## src/rtl/dmac_pkg.sv

```systemverilog
package dmac_pkg;
  // Number of multiplier lanes packed into each operand word.
  localparam int LANES = 2;

  // Two guard bits above the widest term keep a three-term signed sum exact.
  function automatic int exact_sum_width(input int term_w);
    return term_w + 2;
  endfunction
endpackage

```

## src/rtl/dmac_lane_mul.sv

```systemverilog
module dmac_lane_mul #(
  parameter int HALF_W = 16,
  localparam int PROD_W = 2 * HALF_W
) (
  input  logic [HALF_W-1:0]        x,
  input  logic [HALF_W-1:0]        y,
  output logic signed [PROD_W-1:0] p
);
  logic signed [PROD_W-1:0] x_ext;
  logic signed [PROD_W-1:0] y_ext;

  assign x_ext = {{HALF_W{x[HALF_W-1]}}, x};
  assign y_ext = {{HALF_W{y[HALF_W-1]}}, y};
  assign p     = x_ext * y_ext;
endmodule

```

## src/rtl/dmac_sum3.sv

```systemverilog
module dmac_sum3 #(
  parameter int PROD_W = 32,
  parameter int ACC_W  = 32,
  localparam int SUM_W = dmac_pkg::exact_sum_width((PROD_W > ACC_W) ? PROD_W : ACC_W),
  localparam int TOP_W = SUM_W - ACC_W + 1
) (
  input  logic signed [PROD_W-1:0] pa,
  input  logic signed [PROD_W-1:0] pb,
  input  logic [ACC_W-1:0]         acc,
  output logic [ACC_W-1:0]         sum_lo,
  output logic                     ovf
);
  logic signed [SUM_W-1:0] pa_x;
  logic signed [SUM_W-1:0] pb_x;
  logic signed [SUM_W-1:0] acc_x;
  logic signed [SUM_W-1:0] total;
  logic [TOP_W-1:0]        top_bits;

  assign pa_x  = {{(SUM_W-PROD_W){pa[PROD_W-1]}}, pa};
  assign pb_x  = {{(SUM_W-PROD_W){pb[PROD_W-1]}}, pb};
  assign acc_x = {{(SUM_W-ACC_W){acc[ACC_W-1]}}, acc};
  assign total = pa_x + pb_x + acc_x;

  // The result is representable only if every bit from the result's sign bit up is equal.
  assign top_bits = total[SUM_W-1:ACC_W-1];
  assign sum_lo   = total[ACC_W-1:0];
  assign ovf      = ~((&top_bits) | (~|top_bits));
endmodule

```

## src/rtl/dmac_sticky.sv

```systemverilog
module dmac_sticky (
  input  logic clk,
  input  logic rst,
  input  logic clr,
  input  logic set,
  output logic q
);
  always_ff @(posedge clk) begin
    if (rst) q <= 1'b0;
    else     q <= (q & ~clr) | set;
  end
endmodule

```

## src/rtl/dmac_dual16.sv

```systemverilog
module dmac_dual16 #(
  parameter int HALF_W = 16,
  localparam int WORD_W = dmac_pkg::LANES * HALF_W,
  localparam int PROD_W = 2 * HALF_W
) (
  input  logic              clk,
  input  logic              rst,
  input  logic              in_valid,
  input  logic [WORD_W-1:0] op_a,
  input  logic [WORD_W-1:0] op_b,
  input  logic [WORD_W-1:0] acc_in,
  input  logic              sat_clr,
  output logic              out_valid,
  output logic [WORD_W-1:0] result,
  output logic              sat_flag
);
  logic signed [PROD_W-1:0] prod [dmac_pkg::LANES];
  logic [WORD_W-1:0]        sum_lo;
  logic                     sum_ovf;

  for (genvar g = 0; g < dmac_pkg::LANES; g++) begin : g_lane
    dmac_lane_mul #(.HALF_W(HALF_W)) u_mul (
      .x (op_a[g*HALF_W +: HALF_W]),
      .y (op_b[g*HALF_W +: HALF_W]),
      .p (prod[g])
    );
  end

  dmac_sum3 #(.PROD_W(PROD_W), .ACC_W(WORD_W)) u_sum (
    .pa     (prod[0]),
    .pb     (prod[1]),
    .acc    (acc_in),
    .sum_lo (sum_lo),
    .ovf    (sum_ovf)
  );

  dmac_sticky u_flag (
    .clk (clk),
    .rst (rst),
    .clr (sat_clr),
    .set (in_valid & sum_ovf),
    .q   (sat_flag)
  );

  always_ff @(posedge clk) begin
    if (rst) begin
      out_valid <= 1'b0;
      result    <= '0;
    end else begin
      out_valid <= in_valid;
      if (in_valid) result <= sum_lo;
    end
  end
endmodule

```

## config.mk

```make
export PLATFORM = sky130hd
export DESIGN_NAME = dmac_dual16
export DESIGN_NICKNAME = d
export VERILOG_FILES = /design/src/rtl/dmac_pkg.sv /design/src/rtl/dmac_lane_mul.sv /design/src/rtl/dmac_sum3.sv /design/src/rtl/dmac_sticky.sv /design/src/rtl/dmac_dual16.sv
export SDC_FILE = /design/constraint.sdc
export NUM_CORES = 2
export LEC_CHECK = 0
export BUFFER_PORTS_ARGS = -buffer_cell sky130_fd_sc_hd__buf_2
export CAP_MARGIN = 30
export CORE_MARGIN = 10
export CORE_UTILIZATION = 40
export CTS_CLUSTER_DIAMETER = 40
export CTS_CLUSTER_SIZE = 10
export DETAILED_ROUTE_END_ITERATION = 10
export MAX_ROUTING_LAYER = met4
export PLACE_DENSITY_LB_ADDON = 0.15
export SYNTH_ARGS = -nofsm -noshare
export SYNTH_HDL_FRONTEND = slang
export SYNTH_SLANG_ARGS = --single-unit
```

## constraint.sdc

```tcl
create_clock -name clk -period 6.9 [get_ports clk]
set_clock_uncertainty 0.1 [all_clocks]
set_input_delay 0 -clock clk [delete_from_list [all_inputs] [get_ports clk]]
set_output_delay 0 -clock clk [all_outputs]
set_load 0.005 [all_outputs]
```

==> metrics.yaml <==
hold_path:
  hp-class: "primary input to flop"
  whs_path_depth: 5
placement:
  gp_congestion: 0.932
  numPortBuffers: 133
  dpl.hpwl_mm: 55.6
  pre_cts_ws_ps: -487
  dp.cells: 3480
final_layout:
  layout-drive-gt1-share: 0.183
  nFillCells: 5394
  nets: 3637
  instances_no_fill: 3509
  synthToLayoutAreaGrowth_pct: 19.5
  finish.utilization: 0.481
clocking:
  cts.htree.levels: 2
  ctsLongestPathBuffers: 2
  numCtsBuffers: 5
  clock-sinks: 34
  clk_latency_ps: 280
  cts_root_buf: "clkbuf_16"
  clk_pin_slew_ps: 60
  cts_tree: "done"
setup_path:
  arrival_ps: 6870
  worst-setup-path-type: "primary input to flop"
  cp_top_family: "adder cells"
  critical_path_buf_inv_count: 5
  cp-end-kind: "flop"
  crit_fanout: 7
  crit_path_cell_trace: "buf_2 > buf_6 > buf_4 > and2_4 > fa_1 > fa_1 > fa_1 > fa_1 > fa_2 > fa_1 > fa_1 > inv_1 > fa_1 > inv_2 > ha_4 > or3_4 > o211ai_1 > o21ai_2 > o21a_1 > o311ai_4 > and4_1 > mux2i_1 > a22o_1"
  rr_worst_depth: 3
  critical_path_depth: 23
  crit_top_cell: "fa_1"
  slowest_delay_ps: 630
  start_kind: "primary input"
  crit_required_ps: 6970
  crit_slowest_cell: "fa_2"
timing:
  clock.fmax_ghz: 0.147
  fin_tns_setup_ps: 0
  worst_slack_ps: 107
  slew-limit-headroom: 0.481
  report.final.slew_viol_count: 0
  min_period_ps: 6790
  setup_viol: 0
  tightest_slew_ps: 778
  rsz0062_at_grt: "yes"
  finalHoldViolCount: 0
  min_period_over_period: 0.984
drt:
  first_iter_violations: 599
  vias: 16300
  routed_via_density: 4.65
  dr.pass1.iters: 5
  drcViolationCount: 0
  drt-wirelength-per-cell_um: 17.1
  ant_nets: 0
  wirelength_mm: 59.9
synthesis:
  synthSimpleGateAreaFrac: 0.135
  yosys_warnings: 0
  synth_flop_cell: "dfxtp_1"
  synthCells: 2407
  async_flop_share: 0
  syn_area_um2: 22700
  synth_cell_type_count: 56
  synth_top_area_share: 0.572
  yosys.area_share.xor_xnor: 0.0108
  synthMuxAreaShare: 0.00844
  netlist_top_cells_area: "fa_1 57%, inv_1 12%, ha_1 7.6%"
  synth_top_family_by_area: "adder cells"
  syn-num-nets: 3293
  synthAdderAreaFrac: 0.648
  yosysMostFrequentCell: "inv_1"
  synth_top_cell_by_area: "fa_1"
  synth-edff-count: 0
  ys_seq_area_frac: 0.0300
  ys_ff_latch: 34
  synth.avg_cell_area_um2: 9.42
  synth_commonest_cells: "730 x inv_1, 648 x fa_1, 286 x nand2_1"
  synth-compound-area-share: 0.0344
grt:
  grt_max_degree: 39
  gr-usage-all-layers: 0.193
  antenna_found_initial: 2
  grt_pass1_wl_mm: 98.2
  grt-ovfl-total: 0
  grt_pass1_vias: 18500
die:
  die-area_um2: 66600
  initial_utilization: 0.403
  ios: 134
  die_y_um: 258
  rows: 87
  dieWidth_um: 258
  coreArea_um2: 56300
outcome:
  status: "complete, no violations"
job:
  drv_cap: 0
[layout make-up]
| type | instances | area [µm²] | share of cell area |
|---|---|---|---|
| multi-input cells | 1570 | 19400 | 0.717 |
| flip-flops and latches | 34 | 681 | 0.0251 |
| inverters | 731 | 2750 | 0.102 |
| diodes | 1 | 2.50 | 0.0000923 |
| well taps | 756 | 946 | 0.0349 |
| clock inverters | 3 | 68.8 | 0.00254 |
| clock buffers | 5 | 125 | 0.00462 |
| repair buffers | 409 | 3090 | 0.114 |
[routing by layer]
metal | vias to the layer above | share of wire | global-route usage
met5 | - | 0 | -
met4 | 0 | 0.026 | 0.0446
met3 | 54 | 0.032 | 0.0184
met2 | 234 | 0.56 | 0.356
met1 | 8516 | 0.39 | 0.224
li1 | 7502 | - | -
[path summary, 6_finish.rpt]
kind | from | endpoint | slack, ps
max | op_a[23] | u_flag.q$_SDFF_PP0_ | 110
min | acc_in[0] | result[0]$_SDFFE_PP0P_ | 130
min reg2reg | result[30]$_SDFFE_PP0P_ | result[30]$_SDFFE_PP0P_ | 370
max reg2reg | result[11]$_SDFFE_PP0P_ | result[11]$_SDFFE_PP0P_ | 5970
[stage by stage]
stage	hold WS (ps)	cell area, µm²
finish	126	27100
floorplan	83.1	22700
CTS	128	26500
global placement	236	26100
detailed placement	246	26100
global route	160	27100
[placed cells by master (no fill, tap or decap), types with 5 or more instances in the layout]
cell type / n
xnor2_1: 21
inv_2: 9
a21o_1: 11
and2_1: 212
clkbuf_4: 12
nand2_2: 7
a21oi_2: 7
buf_2: 106
a211oi_1: 6
buf_6: 19
inv_1: 719
ha_1: 126
xor2_1: 6
fa_2: 14
o21ai_0: 12
clkbuf_16: 5
dfxtp_1: 34
fa_1: 634
nand2_1: 276
nor2_1: 54
buf_4: 253
ha_4: 11
o21ai_1: 8
nand2b_1: 20
a21oi_1: 18
mux2i_1: 18
buf_12: 16
nor2b_1: 13
nor3_1: 10
[cell families after synthesis]
| family | count (synthesis) |
|---|---|
| adders and majority gates | 786 |
| and+or+nand+nor | 628 |
| DFF | 34 |
| muxes | 19 |
| xor gates and xnor gates | 28 |
| buffers and inverters | 803 |
| AOI/OAI and AO/OA | 109 |
[worst reg2reg max path, stage by stage, from the launching register on]
cell	delay, ps
dfxtp_1	330
nor2b_1	130
a31oi_1	170
nor2_1	60
[sequential cells by signal, indices dropped and copies added, names as in the netlist]
register   count
result        32
out_valid      1
u_flag.q       1
[what timing repair did]
item	CTS	global route
pin swaps	25	66
gates resized for setup	35	116
setup buffers	5	14
endpoints found under the hold margin	1	0
hold buffers	1	0
endpoints found under the setup margin	8	13
Power is not shown: default switching activity piles up to over one toggle a cycle in this logic, so the estimate is an artifact.
